<file path="config.mk">
export PLATFORM = sky130hd
export DESIGN_NAME = clksrc_ctrl
export DESIGN_NICKNAME = d
export VERILOG_FILES = /design/src/rtl/clksrc_pkg.sv /design/src/rtl/clksrc_regs.sv /design/src/rtl/clksrc_usage.sv /design/src/rtl/clksrc_seq.sv /design/src/rtl/clksrc_ctrl.sv
export SDC_FILE = /design/constraint.sdc
export NUM_CORES = 1
export LEC_CHECK = 0
export ABC_AREA = 1
export CORE_MARGIN = 5
export CORE_UTILIZATION = 51
export CTS_CLUSTER_DIAMETER = 30
export DETAILED_ROUTE_END_ITERATION = 12
export GPL_TIMING_DRIVEN = 0
export PLACE_DENSITY = 0.74
export SYNTH_ARGS = -nofsm -noshare
export SYNTH_HDL_FRONTEND = slang
export SYNTH_SLANG_ARGS = --single-unit
</file>
<file path="constraint.sdc">
create_clock -name clk -period 3.1 [get_ports clk]
set_clock_uncertainty 0.2 [all_clocks]
set_input_delay 0.31 -clock clk [delete_from_list [all_inputs] [get_ports clk]]
set_output_delay 0.31 -clock clk [all_outputs]
set_load 0.02 [all_outputs]
</file>
<file path="src/rtl/clksrc_pkg.sv">
package clksrc_pkg;

    localparam int ADDR_W = 3;

    localparam logic [ADDR_W-1:0] ADR_REQ   = 3'd0;
    localparam logic [ADDR_W-1:0] ADR_SET   = 3'd1;
    localparam logic [ADDR_W-1:0] ADR_CLR   = 3'd2;
    localparam logic [ADDR_W-1:0] ADR_VALID = 3'd3;
    localparam logic [ADDR_W-1:0] ADR_DELAY = 3'd4;

    typedef enum logic [1:0] {
        SRC_RUN     = 2'd0,
        SRC_DRAIN   = 2'd1,
        SRC_PARKED  = 2'd2,
        SRC_LOCKING = 2'd3
    } src_state_e;

endpackage

</file>
<file path="src/rtl/clksrc_regs.sv">
module clksrc_regs
    import clksrc_pkg::*;
#(
    parameter int NUM_SRC = 8,
    parameter int DLY_W   = 8,
    parameter int DLY_RST = 16,
    parameter int DATA_W  = 32
) (
    input  logic               clk,
    input  logic               rst_n,
    input  logic               wr_i,
    input  logic [ADDR_W-1:0]  addr_i,
    input  logic [DATA_W-1:0]  wdata_i,
    input  logic [NUM_SRC-1:0] valid_i,
    output logic [DATA_W-1:0]  rdata_o,
    output logic [NUM_SRC-1:0] req_o,
    output logic [DLY_W-1:0]   delay_o
);

    typedef struct packed {
        logic [NUM_SRC-1:0] req;
        logic [DLY_W-1:0]   delay;
    } regs_t;

    regs_t r_d, r_q;
    logic [NUM_SRC-1:0] wbits;

    assign wbits = wdata_i[NUM_SRC-1:0];

    always_comb begin
        r_d = r_q;
        if (wr_i) begin
            case (addr_i)
                ADR_REQ:   r_d.req   = wbits;
                ADR_SET:   r_d.req   = r_q.req | wbits;
                ADR_CLR:   r_d.req   = r_q.req & ~wbits;
                ADR_DELAY: r_d.delay = wdata_i[DLY_W-1:0];
                default:   r_d       = r_q;
            endcase
        end
    end

    always_ff @(posedge clk or negedge rst_n) begin
        if (!rst_n) begin
            r_q.req   <= '0;
            r_q.delay <= DLY_W'(DLY_RST);
        end else begin
            r_q <= r_d;
        end
    end

    always_comb begin
        rdata_o = '0;
        case (addr_i)
            ADR_REQ, ADR_SET, ADR_CLR: rdata_o[NUM_SRC-1:0] = r_q.req;
            ADR_VALID:                 rdata_o[NUM_SRC-1:0] = valid_i;
            ADR_DELAY:                 rdata_o[DLY_W-1:0]   = r_q.delay;
            default:                   rdata_o              = '0;
        endcase
    end

    assign req_o   = r_q.req;
    assign delay_o = r_q.delay;

    // ones written to the set view end up set
    p_set_view_r3: assert property (@(posedge clk) disable iff (!rst_n)
        (wr_i && addr_i == ADR_SET) |=> ((req_o & $past(wbits)) == $past(wbits)));

    // ones written to the clear view end up clear
    p_clr_view_r3: assert property (@(posedge clk) disable iff (!rst_n)
        (wr_i && addr_i == ADR_CLR) |=> ((req_o & $past(wbits)) == '0));

    // writes to the status address leave the request bits alone
    p_status_ro_r5: assert property (@(posedge clk) disable iff (!rst_n)
        (wr_i && addr_i == ADR_VALID) |=> $stable(req_o));

endmodule

</file>
<file path="src/rtl/clksrc_usage.sv">
module clksrc_usage #(
    parameter int NUM_SRC = 8,
    parameter int NUM_DOM = 5,
    parameter int SEL_W   = 4
) (
    input  logic [NUM_DOM*SEL_W-1:0] dom_sel_i,
    output logic [NUM_SRC-1:0]       in_use_o
);

    always_comb begin
        in_use_o = '0;
        for (int d = 0; d < NUM_DOM; d++) begin
            for (int s = 0; s < NUM_SRC; s++) begin
                if (dom_sel_i[d*SEL_W +: SEL_W] == SEL_W'(s)) begin
                    in_use_o[s] = 1'b1;
                end
            end
        end
    end

endmodule

</file>
<file path="src/rtl/clksrc_seq.sv">
module clksrc_seq
    import clksrc_pkg::*;
#(
    parameter int DLY_W    = 8,
    parameter int LOCK_CYC = 8
) (
    input  logic             clk,
    input  logic             rst_n,
    input  logic             req_i,
    input  logic             in_use_i,
    input  logic [DLY_W-1:0] delay_i,
    output logic             valid_o,
    output logic             lowpwr_o
);

    localparam int LOCK_W = $clog2(LOCK_CYC + 1);
    localparam int CNT_W  = (DLY_W > LOCK_W) ? DLY_W : LOCK_W;

    typedef struct packed {
        src_state_e       st;
        logic [CNT_W-1:0] cnt;
    } seq_t;

    seq_t s_d, s_q;
    logic may_stop;
    logic last_tick;

    assign may_stop  = req_i && !in_use_i;
    assign last_tick = (s_q.cnt <= CNT_W'(1));

    always_comb begin
        s_d = s_q;
        case (s_q.st)
            SRC_RUN: begin
                if (may_stop) begin
                    s_d.st  = SRC_DRAIN;
                    s_d.cnt = CNT_W'(delay_i);
                end
            end
            SRC_DRAIN: begin
                if (!req_i) begin
                    s_d.st  = SRC_LOCKING;
                    s_d.cnt = CNT_W'(LOCK_CYC);
                end else if (last_tick) begin
                    s_d.st  = SRC_PARKED;
                end else begin
                    s_d.cnt = s_q.cnt - CNT_W'(1);
                end
            end
            SRC_PARKED: begin
                if (!req_i) begin
                    s_d.st  = SRC_LOCKING;
                    s_d.cnt = CNT_W'(LOCK_CYC);
                end
            end
            SRC_LOCKING: begin
                if (may_stop) begin
                    s_d.st  = SRC_DRAIN;
                    s_d.cnt = CNT_W'(delay_i);
                end else if (last_tick) begin
                    s_d.st  = SRC_RUN;
                end else begin
                    s_d.cnt = s_q.cnt - CNT_W'(1);
                end
            end
            default: s_d = s_q;
        endcase
    end

    always_ff @(posedge clk or negedge rst_n) begin
        if (!rst_n) begin
            s_q.st  <= SRC_RUN;
            s_q.cnt <= '0;
        end else begin
            s_q <= s_d;
        end
    end

    assign valid_o  = (s_q.st == SRC_RUN);
    assign lowpwr_o = (s_q.st == SRC_PARKED) && req_i;

    // a source still selected by a domain keeps running
    p_hold_in_use_r6: assert property (@(posedge clk) disable iff (!rst_n)
        (in_use_i && valid_o) |=> valid_o);

    // a requested, unused source stops on the next edge
    p_stop_free_r7: assert property (@(posedge clk) disable iff (!rst_n)
        (req_i && !in_use_i && valid_o) |=> !valid_o);

    // a cleared request never leads to low power one cycle later
    p_cancel_r10: assert property (@(posedge clk) disable iff (!rst_n)
        (!req_i && !lowpwr_o) |=> !lowpwr_o);

    // valid only comes back after the request was clear
    p_relock_r11: assert property (@(posedge clk) disable iff (!rst_n)
        $rose(valid_o) |-> $past(!req_i || in_use_i));

endmodule

</file>
<file path="src/rtl/clksrc_ctrl.sv">
module clksrc_ctrl
    import clksrc_pkg::*;
#(
    parameter int NUM_SRC  = 8,
    parameter int NUM_DOM  = 5,
    parameter int SEL_W    = 4,
    parameter int DLY_W    = 8,
    parameter int DLY_RST  = 16,
    parameter int LOCK_CYC = 8,
    parameter int DATA_W   = 32
) (
    input  logic                     clk,
    input  logic                     rst_n,
    input  logic                     bus_wr,
    input  logic [ADDR_W-1:0]        bus_addr,
    input  logic [DATA_W-1:0]        bus_wdata,
    output logic [DATA_W-1:0]        bus_rdata,
    input  logic [NUM_DOM*SEL_W-1:0] dom_sel,
    output logic [NUM_SRC-1:0]       src_valid,
    output logic [NUM_SRC-1:0]       src_lowpwr
);

    logic [NUM_SRC-1:0] req;
    logic [NUM_SRC-1:0] in_use;
    logic [DLY_W-1:0]   delay;

    clksrc_regs #(
        .NUM_SRC (NUM_SRC),
        .DLY_W   (DLY_W),
        .DLY_RST (DLY_RST),
        .DATA_W  (DATA_W)
    ) regs_i (
        .clk     (clk),
        .rst_n   (rst_n),
        .wr_i    (bus_wr),
        .addr_i  (bus_addr),
        .wdata_i (bus_wdata),
        .valid_i (src_valid),
        .rdata_o (bus_rdata),
        .req_o   (req),
        .delay_o (delay)
    );

    clksrc_usage #(
        .NUM_SRC (NUM_SRC),
        .NUM_DOM (NUM_DOM),
        .SEL_W   (SEL_W)
    ) usage_i (
        .dom_sel_i (dom_sel),
        .in_use_o  (in_use)
    );

    for (genvar g = 0; g < NUM_SRC; g++) begin : g_src
        clksrc_seq #(
            .DLY_W    (DLY_W),
            .LOCK_CYC (LOCK_CYC)
        ) seq_i (
            .clk      (clk),
            .rst_n    (rst_n),
            .req_i    (req[g]),
            .in_use_i (in_use[g]),
            .delay_i  (delay),
            .valid_o  (src_valid[g]),
            .lowpwr_o (src_lowpwr[g])
        );
    end

    // low power is never requested for a valid source
    p_lp_not_valid_r12: assert property (@(posedge clk) disable iff (!rst_n)
        (src_lowpwr & src_valid) == '0);

endmodule

</file>
# == Word level (Yosys, flattened, before mapping) ==
# Index checks and enable logic that the tools add are counted.
# totals
ff_bits,96
inputBits,58
output_inout_bits,48
word_cells,296
# op_classes
addsub,8
magnitude_cmp,8
n_eq_ne,95
muxes,106
bitwise_logic,3
n_reduce_logical,58
# op_table
op,count
two-way mux 10 bit,32
case mux 10 bit (4 select lines),8
"equality test 4 x 3 -> 1 bit, second input constant",20
"<= comparator 8 x 1 -> 1 bit, second input constant",8
two-way mux 8 bit,8
"subtractor 8 x 1 -> 8 bit, second input constant",8
case mux 8 bit (3 select lines),2
"equality test 4 x 2 -> 1 bit, second input constant",10
two-way mux 1 bit,40
"equality test 2 bit, second input constant",16
two-way mux 2 bit,16
"!= test 2 bit, second input constant",16
AND reduction 4 bit,8
"!= test 3 x 1 -> 1 bit, second input constant",8
"!= test 3 x 2 -> 1 bit, second input constant",8
"equality test 4 x 1 -> 1 bit, second input constant",5
logical NOT 4 bit,5
AND reduction 2 bit,10
"equality test 2 x 1 -> 1 bit, second input constant",8
logical AND 1 bit,16
logical NOT 2 bit,8
AND 8 bit,1
logical NOT 1 bit,8
inverter 8 bit,1
7 further kinds,8

# == Depth between registers and ports, before layout ==
# Gate-level depths: netlist (run 1).
# logic_depth
depth_word,10
mapped_depth,12
ltp_nobuf,12

# == Hierarchy ==
# From an unflattened synthesis (run 1), not the netlist that was laid out.
# hier_totals
cells_unflattened,1211
area_unflattened_um2,8136.6
# by_module_without_submodules
module,instances,cells_each,area_per_inst_um2
clksrc_seq (g_src[0].seq_i ...),4,116,807.0
clksrc_seq (g_src[4].seq_i ...),3,118,804.5
clksrc_regs,1,155,1134.8
clksrc_seq (g_src[7].seq_i),1,118,854.6
clksrc_usage,1,120,505.5

# == Worst setup path after synthesis (run 1) ==
# Ideal clock, no wire load.
# synth_path
kind,register to register
startpoint,reg g_src[1].seq_i.s_q[0] (netlist bit)
endpoint,reg g_src[1].seq_i.s_q[4] (netlist bit)
arrival_time_ns,1.597
path_slack_ns,1.238
stages_incl_launch_ff,12
cell_sequence,dfrtp_1 inv_1 ha_1 or2_2 nand4_2 inv_1 nor2_1 nand2_1 nand2_1 nand3b_1 nand2_1 nand2_1
# synth_via
elab_chain_cells,4
word_cells_on_any_way,6
# synth_lines
item,line,rtl
start: declaration,clksrc_seq.sv:24,"seq_t s_d, s_q;"
subtractor 8 x 1 -> 8 bit / <= comparator 8 x 1 -> 1 bit (equally long branches),"clksrc_seq.sv:47, clksrc_seq.sv:63, clksrc_seq.sv:29",
two-way mux 8 bit (*),"clksrc_seq.sv:44, clksrc_seq.sv:60",
two-way mux 10 bit (on tied branches),"clksrc_seq.sv:57, clksrc_seq.sv:41",
case mux 10 bit (4 select lines) (*),clksrc_seq.sv:33,case (s_q.st)
# Every way passes the cells marked *; elsewhere a longest branch is shown, timed or not.
# A chain may end at the register's enable or synchronous reset.

# == Worst setup path in the final report (run 1) ==
# layout_path
startpoint,reg g_src[5].seq_i.s_q[8] (netlist bit)
endpoint,out bus_rdata[5]
# layout_via
elab_chain_cells,2
# layout_lines
item,line,rtl
start: declaration,clksrc_seq.sv:24,
logical NOT 2 bit,clksrc_seq.sv:79,assign valid_o = (s_q.st == SRC_RUN);
named net g_src[5].seq_i.valid_o,clksrc_seq.sv:12,"output logic valid_o,"
case mux 8 bit (3 select lines),clksrc_regs.sv:54,case (addr_i)
end: declaration,clksrc_ctrl.sv:17,"output logic [DATA_W-1:0] bus_rdata,"
# The timed path passes the listed nets, and every way through them passes these cells.

==> results of run 1 <==
-- routing by layer --
layer  wire, um  up-vias
li1           -     4285
met1      10700     3889
met2      10600      307
met3       1690       36
met4        564        0
met5          0        -
-- registers in the layout, indices dropped and copies added (netlist names) --
name	cells
regs_i.delay_o	8
regs_i.req_o	8
g_src.seq_i.s_q	80
-- timing repair --
action / CTS / global route
endpoints found under the setup margin: 5 / 3
hold buffers: 1 / 0
hold endpoints to repair: 52 / 0
gates resized for setup: 4 / 4
-- layout make-up --
cell class | instances | area, um2 | area share
buffer | 58 | 427 | 0.0434
timing repair buffer | 59 | 606 | 0.0616
multi-input combinational | 1002 | 5130 | 0.522
clock buffer | 10 | 229 | 0.0233
clock inverter | 6 | 85.1 | 0.00866
inverter | 178 | 672 | 0.0684
tap | 220 | 275 | 0.0280
sequential | 96 | 2400 | 0.245
-- worst paths after layout --
kind	startpoint	end	slack [ns]	cells after the start
hold reg to reg	g_src[2].seq_i.s_q[6]	g_src[2].seq_i.s_q[6]	0.30	2
max in group asynchronous	rst_n	regs_i.delay_o[4]	1.61	3
hold / removal	g_src[2].seq_i.s_q[6]	g_src[2].seq_i.s_q[6]	0.30	2
min in group asynchronous	rst_n	g_src[0].seq_i.s_q[1]	0.35	2
setup / recovery	g_src[5].seq_i.s_q[8]	bus_rdata[5]	0.09	6
setup reg to reg	g_src[4].seq_i.s_q[9]	g_src[4].seq_i.s_q[6]	0.91	9
-- cell families (layout without fill, tap and decap cells) --
logic type,after synthesis,in the layout,share of synthesized area
buffers and inverters,237,311,0.128
AND/OR/NAND/NOR,710,710,0.359
AO/OA/AOI/OAI,181,181,0.120
other,1,24,0.000439
multiplexers,2,2,0.00264
flip-flops,96,96,0.282
adder cells (fa/ha/maj),48,48,0.0703
XOR/XNOR,37,37,0.0380
-- cells in the mapped netlist (4+ instances only) --
master and number:
sky130_fd_sc_hd__xor2_1 26, sky130_fd_sc_hd__nor2_4 4, sky130_fd_sc_hd__inv_2 17, sky130_fd_sc_hd__a21oi_2 12, sky130_fd_sc_hd__nand3_1 103, sky130_fd_sc_hd__nand2_4 4, sky130_fd_sc_hd__dfrtp_1 95, sky130_fd_sc_hd__nor2_2 12
sky130_fd_sc_hd__a21oi_1 77, sky130_fd_sc_hd__clkinv_1 4, sky130_fd_sc_hd__nor3_2 4, sky130_fd_sc_hd__nor3_1 15, sky130_fd_sc_hd__nand2_1 416, sky130_fd_sc_hd__nand3b_1 5, sky130_fd_sc_hd__clkbuf_1 6, sky130_fd_sc_hd__buf_6 6
sky130_fd_sc_hd__buf_4 42, sky130_fd_sc_hd__xnor2_1 11, sky130_fd_sc_hd__inv_1 157, sky130_fd_sc_hd__o21ai_1 20, sky130_fd_sc_hd__nor2_1 107, sky130_fd_sc_hd__o221ai_1 5, sky130_fd_sc_hd__o21ai_0 54, sky130_fd_sc_hd__ha_1 48
sky130_fd_sc_hd__nand2_2 15, sky130_fd_sc_hd__nand4_1 15
-- stage by stage --
step	total power, mW	util
final	10.3	0.595
after global placement	8.92	0.573
after global routing	11.4	0.595
after floorplan	7.46	-
after detailed placement	9.04	0.575
after CTS	10.3	0.595
-- layout by cell type (no fill, tap or decap), types with 5 or more instances in the layout --
cell type and count:
sky130_fd_sc_hd__o221ai_1 5, sky130_fd_sc_hd__nand2_1 416, sky130_fd_sc_hd__nor2_2 13, sky130_fd_sc_hd__nor2_1 106
sky130_fd_sc_hd__ha_1 48, sky130_fd_sc_hd__clkdlybuf4s50_1 56, sky130_fd_sc_hd__nand4_1 15, sky130_fd_sc_hd__a21oi_2 12
sky130_fd_sc_hd__a21oi_1 77, sky130_fd_sc_hd__clkbuf_1 5, sky130_fd_sc_hd__xor2_1 26, sky130_fd_sc_hd__clkbuf_16 9
sky130_fd_sc_hd__nand3b_1 5, sky130_fd_sc_hd__xnor2_1 11, sky130_fd_sc_hd__buf_4 43, sky130_fd_sc_hd__buf_6 6
sky130_fd_sc_hd__conb_1 24, sky130_fd_sc_hd__clkinv_2 5, sky130_fd_sc_hd__nor3_1 15, sky130_fd_sc_hd__inv_2 17
sky130_fd_sc_hd__inv_1 157, sky130_fd_sc_hd__nand2_2 15, sky130_fd_sc_hd__dfrtp_1 95, sky130_fd_sc_hd__o21ai_1 20
sky130_fd_sc_hd__nand3_1 103, sky130_fd_sc_hd__o21ai_0 54
-- where the power goes --
part | total, mW | switching (mW) | internal, mW
Sequential | 2.50 | 0.630 | 1.87
Clock | 1.21 | 0.509 | 0.704
Combinational | 6.63 | 4.09 | 2.54
-- worst register-to-register path, cell delays in order (launching register included) --
cell                       delay (ns)
sky130_fd_sc_hd__dfrtp_1         0.40
sky130_fd_sc_hd__inv_1           0.11
sky130_fd_sc_hd__ha_1            0.25
sky130_fd_sc_hd__clkbuf_1        0.38
sky130_fd_sc_hd__inv_1           0.26
sky130_fd_sc_hd__nand2_1         0.23
sky130_fd_sc_hd__o21ai_0         0.12
sky130_fd_sc_hd__nand2_1         0.08
sky130_fd_sc_hd__nand2_1         0.05
sky130_fd_sc_hd__nand2_1         0.05
==> load_flow_metrics.sql, run 1 <==
INSERT INTO impl_metrics (metric_group, metric, value, unit) VALUES
('status', 'run_status', 'finished, final reports clean', ''),
('clock_network', 'cts_buffers', '9', ''),
('sta', 'post-route-worst-setup-slack', '0.0910', 'ns'),
('global_routing', 'global_route.usage.total', '0.243', ''),
('global_routing', 'met3_usage', '0.0470', ''),
('yosys', 'synthFlopType', 'sky130_fd_sc_hd__dfrtp_1', ''),
('run', 'drv.max_cap_violation_count', '0', ''),
('clock_network', 'max-clock-path-buffers', '2', ''),
('global_routing', 'grt_first_pass_wirelength', '38.4', 'mm'),
('routing', 'drc', '0', ''),
('finish', 'finish.cell_count_without_fillers', '1629', ''),
('yosys', 'synth-edff-count', '0', ''),
('yosys', 'synth-async-reset-ratio', '1.00', ''),
('sta', 'drv_slew', '0', ''),
('sta', 'hold-worst-slack', '0.299', 'ns'),
('placement', 'place_inst', '1613', ''),
('sta', 'layout_worst_path_cycle_share', '0.971', ''),
('global_routing', 'largest_net_degree_at_the_start_of_global_routing', '54', ''),
('floorplan', 'row_count', '47', ''),
('clock_network', 'cts_root_buf', 'sky130_fd_sc_hd__clkbuf_16', ''),
('yosys', 'synth.ff_latch_count', '96', ''),
('routing', 'routed_length_per_instance', '14.5', 'um'),
('pwr', 'peak_supply_drop', '569', 'uV'),
('yosys', 'post_synthesis_average_cell_area', '6.51', 'um2'),
('setup_path', 'worst-setup-path-type', 'reg -> out', ''),
('sta', 'rsz0062_at_grt', 'false', ''),
('setup_path', 'timing.critical_path.required', '2.59', 'ns'),
('yosys', 'synth-warning-count', '0', ''),
('setup_path', 'data_arrival_time_at_the_worst_slack_endpoint', '2.50', 'ns'),
('setup_path', 'critPathCaptureType', 'output pin', ''),
('pwr', 'leakagePower', '5.25', 'nW'),
('yosys', 'seq_area_frac_synth', '0.282', ''),
('global_routing', 'first_global_vias', '7749', ''),
('clock_network', 'postCtsSetupRepairBufs', '0', ''),
('placement', 'globalplace.congestion', '0.941', ''),
('placement', 'place_area', '0.00950', 'mm2'),
('routing', 'vias', '8517', ''),
('yosys', 'post-synth-top-area-fraction', '0.278', ''),
('floorplan', 'fp.dieH', '139', 'um'),
('clock_network', 'cts_clk_pin_slew_worst_paths', '0.07', 'ns'),
('clock_network', 'htreeDepth', '3', ''),
('sta', 'hold_viol', '0', ''),
('routing', 'drtAntennaViolNets', '0', ''),
('routing', 'drt_pre_antenna_iters', '5', ''),
('setup_path', 'crit_family', 'buffers and inverters', ''),
('finish', 'final_design_area_no_fill', '0.00983', 'mm2'),
('yosys', 'syn_inst', '1312', ''),
('setup_path', 'critical-path-slowest-cell', 'sky130_fd_sc_hd__clkdlybuf4s50_1', ''),
('sta', 'totalNegativeSetupSlack', '0', 'ns'),
('finish', 'layout-area-overhead-vs-synth', '15.1', '%'),
('routing', 'drt_iter0_drc', '636', ''),
('sta', 'setup-violations-final', '0', ''),
('yosys', 'synth.lib_cells_used.distinct', '43', ''),
('setup_path', 'timing.critical_path.cells', 'inv_1 > ha_1 > buf_1 > nand2_1 > o221ai_1 > clkdlybuf4s50_1', ''),
('global_routing', 'globalRouteMet1Util', '0.336', ''),
('sta', 'maxClockFrequency', '332', 'MHz'),
('setup_path', 'cp_slowest_stage_delay', '0.67', 'ns'),
('worst_hold_path', 'hold_path.class', 'reg -> reg', ''),
('global_routing', 'grt-ovfl-total', '0', ''),
('setup_path', 'crit_fanout', '10', ''),
('sta', 'timing.final.crit_period', '3.01', 'ns'),
('floorplan', 'floorplan.die_area', '0.0194', 'mm2'),
('yosys', 'mappedNetlistArea', '0.00854', 'mm2'),
('clock_network', 'clock_latency_at_the_later_pin_of_the_worst_skew_pair', '0.36', 'ns'),
('clock_network', 'clock-sinks', '96', ''),
('global_routing', 'busiest_grt_layer', 'met2', ''),
('setup_path', 'path_buf_inv', '3', ''),
('routing', 'post_drt_via_cell_ratio', '5.23', ''),
('yosys', 'netlist_top_cells_area', 'sky130_fd_sc_hd__dfrtp_1, sky130_fd_sc_hd__nand2_1, sky130_fd_sc_hd__ha_1', ''),
('yosys', 'synth_area_leader_cell', 'sky130_fd_sc_hd__dfrtp_1', ''),
('sta', 'tightest_slew', '1.04', 'ns');
No activity file was read; power rests on OpenSTA's default activity.
==> inputs of run 2 (changes only) <==
--- a/config.mk
+++ b/config.mk
@@ -12,6 +12,7 @@
 export DETAILED_ROUTE_END_ITERATION = 12
 export GPL_TIMING_DRIVEN = 0
 export PLACE_DENSITY = 0.74
+export SKIP_CTS_REPAIR_TIMING = 1
 export SYNTH_ARGS = -nofsm -noshare
 export SYNTH_HDL_FRONTEND = slang
 export SYNTH_SLANG_ARGS = --single-unit
==> run 2 against run 1 <==
Effect of this change: sequential share of layout area shrank 0.15 points; worst hold slack lost 0.0081 ns; sequential cell count is the same; critical path depth shrank 3; count of clock-buffer cells in the layout is the same; maximum frequency grew 0.39%; combinational power is essentially flat; global-route usage is essentially flat; first-iteration DRC count shrank 4.4%; largest cell class unchanged.
==> load_flow_metrics.sql, run 2 (synthesis gave the netlist of run 1 again) <==
INSERT INTO impl_metrics (metric_group, metric, value, unit) VALUES
('finish', 'largest_register', 'g_src.seq_i.s_q', ''),
('sta', 'hold_viol', '0', ''),
('setup_path', 'crit_fanout', '10', ''),
('global_routing', 'first_global_vias', '7752', ''),
('global_routing', 'largest_net_degree_at_the_start_of_global_routing', '54', ''),
('routing', 'drtAntennaViolNets', '0', ''),
('floorplan', 'chipWidth', '139', 'um'),
('sta', 'worst_slew_margin_rel', '0.304', ''),
('finish', 'commonest_cells_after_routing_fill_and_taps_aside', 'sky130_fd_sc_hd__nand2_1, sky130_fd_sc_hd__inv_1, sky130_fd_sc_hd__nor2_1', ''),
('placement', 'globalplace.congestion', '0.941', ''),
('sta', 'setup-violations-final', '0', ''),
('clock_network', 'cts_clk_pin_slew_worst_paths', '0.07', 'ns'),
('sta', 'tightest_slew', '1.04', 'ns'),
('floorplan', 'placeableCoreArea', '0.0165', 'mm2'),
('clock_network', 'clock_latency_at_the_later_pin_of_the_worst_skew_pair', '0.36', 'ns'),
('floorplan', 'ioPinCount', '106', ''),
('pwr', 'leakagePower', '5.27', 'nW'),
('floorplan', 'row_count', '47', ''),
('setup_path', 'startpoint_type', 'flip-flop', ''),
('floorplan', 'floorplan.die_area', '0.0194', 'mm2'),
('finish', 'post_route_cells_drive_above_1_share', '0.115', ''),
('clock_network', 'cts_root_buf', 'sky130_fd_sc_hd__clkbuf_16', ''),
('finish', 'finalNetCount', '1517', ''),
('setup_path', 'timing.critical_path.required', '2.59', 'ns'),
('placement', 'hpwlAfterDp', '17.4', 'mm'),
('routing', 'drt_iter0_drc', '608', ''),
('sta', 'rsz0062_at_grt', 'false', ''),
('finish', 'postLayoutCoreUtil', '0.598', ''),
('finish', 'fillCellCount', '1557', ''),
('clock_network', 'max-clock-path-buffers', '2', ''),
('clock_network', 'htreeDepth', '3', ''),
('routing', 'routed_length_per_instance', '14.5', 'um'),
('finish', 'layout-area-overhead-vs-synth', '15.8', '%'),
('sta', 'layout_worst_path_cycle_share', '0.967', ''),
('pwr', 'design_power_total', '10.4', 'mW'),
('setup_path', 'data_arrival_time_at_the_worst_slack_endpoint', '2.49', 'ns'),
('pwr', 'power-per-cell-area', '1050', 'mW/mm2'),
('routing', 'post_drt_via_cell_ratio', '5.19', ''),
('finish', 'layout_commonest_cell', 'sky130_fd_sc_hd__nand2_1', ''),
('placement', 'buffer_ports.inserted', '57', ''),
('worst_hold_path', 'hold_path.class', 'reg -> reg', ''),
('global_routing', 'grt_antenna_before_repair', '0', ''),
('routing', 'drc', '0', ''),
('run', 'drv.max_cap_violation_count', '0', ''),
('routing', 'vias', '8488', ''),
('setup_path', 'critPathCaptureType', 'output pin', ''),
('finish', 'antenna-diode-count', '0', ''),
('routing', 'drt_pre_antenna_iters', '7', ''),
('status', 'run_status', 'finished, final reports clean', ''),
('finish', 'largest_register_ffs', '80', ''),
('sta', 'maxClockFrequency', '334', 'MHz'),
('global_routing', 'grt_first_pass_wirelength', '38.4', 'mm'),
('global_routing', 'global_route.usage.total', '0.243', ''),
('pwr', 'peak_supply_drop', '573', 'uV'),
('clock_network', 'cts_buffers', '9', ''),
('setup_path', 'worst-setup-path-type', 'reg -> out', ''),
('global_routing', 'grt-ovfl-total', '0', ''),
('clock_network', 'clock-sinks', '96', ''),
('floorplan', 'initial_core_util', '0.517', ''),
('clock_network', 'cts_tree', 'built', ''),
('sta', 'timing.final.crit_period', '3.00', 'ns'),
('floorplan', 'fp.dieH', '139', 'um'),
('routing', 'route.final.wire_length', '23.7', 'mm'),
('sta', 'drv_slew', '0', '');
run 2: changes by cell type in the layout (fill, tap and decap cells not counted):
cell                         delta
sky130_fd_sc_hd__clkinvlp_4     +3
sky130_fd_sc_hd__clkinv_2       -3
sky130_fd_sc_hd__buf_4          +7
run 2: path summary, 6_finish.rpt:
path | from | end | slack, ns | depth (start not counted)
min in group asynchronous | rst_n | g_src[0].seq_i.s_q[1] | 0.36 | 2
worst max-delay path | regs_i.delay_o[4] | bus_rdata[4] | 0.10 | 3
max in group asynchronous | rst_n | regs_i.delay_o[4] | 1.61 | 3
worst min-delay path | g_src[2].seq_i.s_q[6] | g_src[2].seq_i.s_q[6] | 0.29 | 2
worst max register to register | g_src[4].seq_i.s_q[9] | g_src[4].seq_i.s_q[6] | 0.87 | 9
worst min register to register | g_src[2].seq_i.s_q[6] | g_src[2].seq_i.s_q[6] | 0.29 | 2
run 2: power by group:
| part | switching [mW] | internal (mW) | leakage (nW) |
|---|---|---|---|
| Combinational | 4.10 | 2.56 | 3.96 |
| Clock | 0.507 | 0.704 | 0.148 |
| Sequential | 0.631 | 1.87 | 1.16 |
| Total | 5.24 | 5.13 | 5.27 |
run 2: final cells by class:
class,instances,area [um2],area share
buffer,58,427,0.0432
clock buffer,10,229,0.0232
clock inverter,6,85.1,0.00861
inverter,178,679,0.0687
multi-input combinational,1002,5130,0.519
sequential,96,2400,0.243
tap,220,275,0.0278
timing repair buffer,66,658,0.0666
run 2: layer usage:
layer	vias up	part of all wire	routed length (um)	GRT usage
li1	4296	-	-	-
met1	3874	0.46	10800	0.337
met2	280	0.45	10600	0.387
met3	38	0.066	1570	0.0460
met4	0	0.025	599	0.0721
met5	-	0	0	0
run 2: critical path, stage by stage, from the launching register on:
cell	delay, ns
sky130_fd_sc_hd__dfstp_2	0.67
sky130_fd_sc_hd__clkinvlp_4	0.38
sky130_fd_sc_hd__o221ai_1	0.39
sky130_fd_sc_hd__clkdlybuf4s50_1	0.68
run 2: per-stage QoR:
stage                     instance area, um2  instances  hold slack (ns)  worst slack, ns  setup TNS, ns
final                                   9890       1636            0.291            0.103              0
after detailed placement                9500       1613            0.223          -0.0166        -0.0265
after global routing                    9890       1636            0.332          0.00483              0
after CTS                               9810       1629           -0.165           -0.165         -0.427
after floorplan                         8620       1335           -0.186             1.24              0
after global placement                  9470       1612            0.269            -2.35        -223.62
==> inputs of run 3 (changes only) <==
--- a/config.mk
+++ b/config.mk
@@ -8,7 +8,7 @@
 export ABC_AREA = 1
 export CORE_MARGIN = 5
 export CORE_UTILIZATION = 51
-export CTS_CLUSTER_DIAMETER = 30
+export CTS_CLUSTER_DIAMETER = 120
 export DETAILED_ROUTE_END_ITERATION = 12
 export GPL_TIMING_DRIVEN = 0
 export PLACE_DENSITY = 0.74
==> results of run 3 <==
The final DEF is identical to that of run 2; final timing and power are the same.
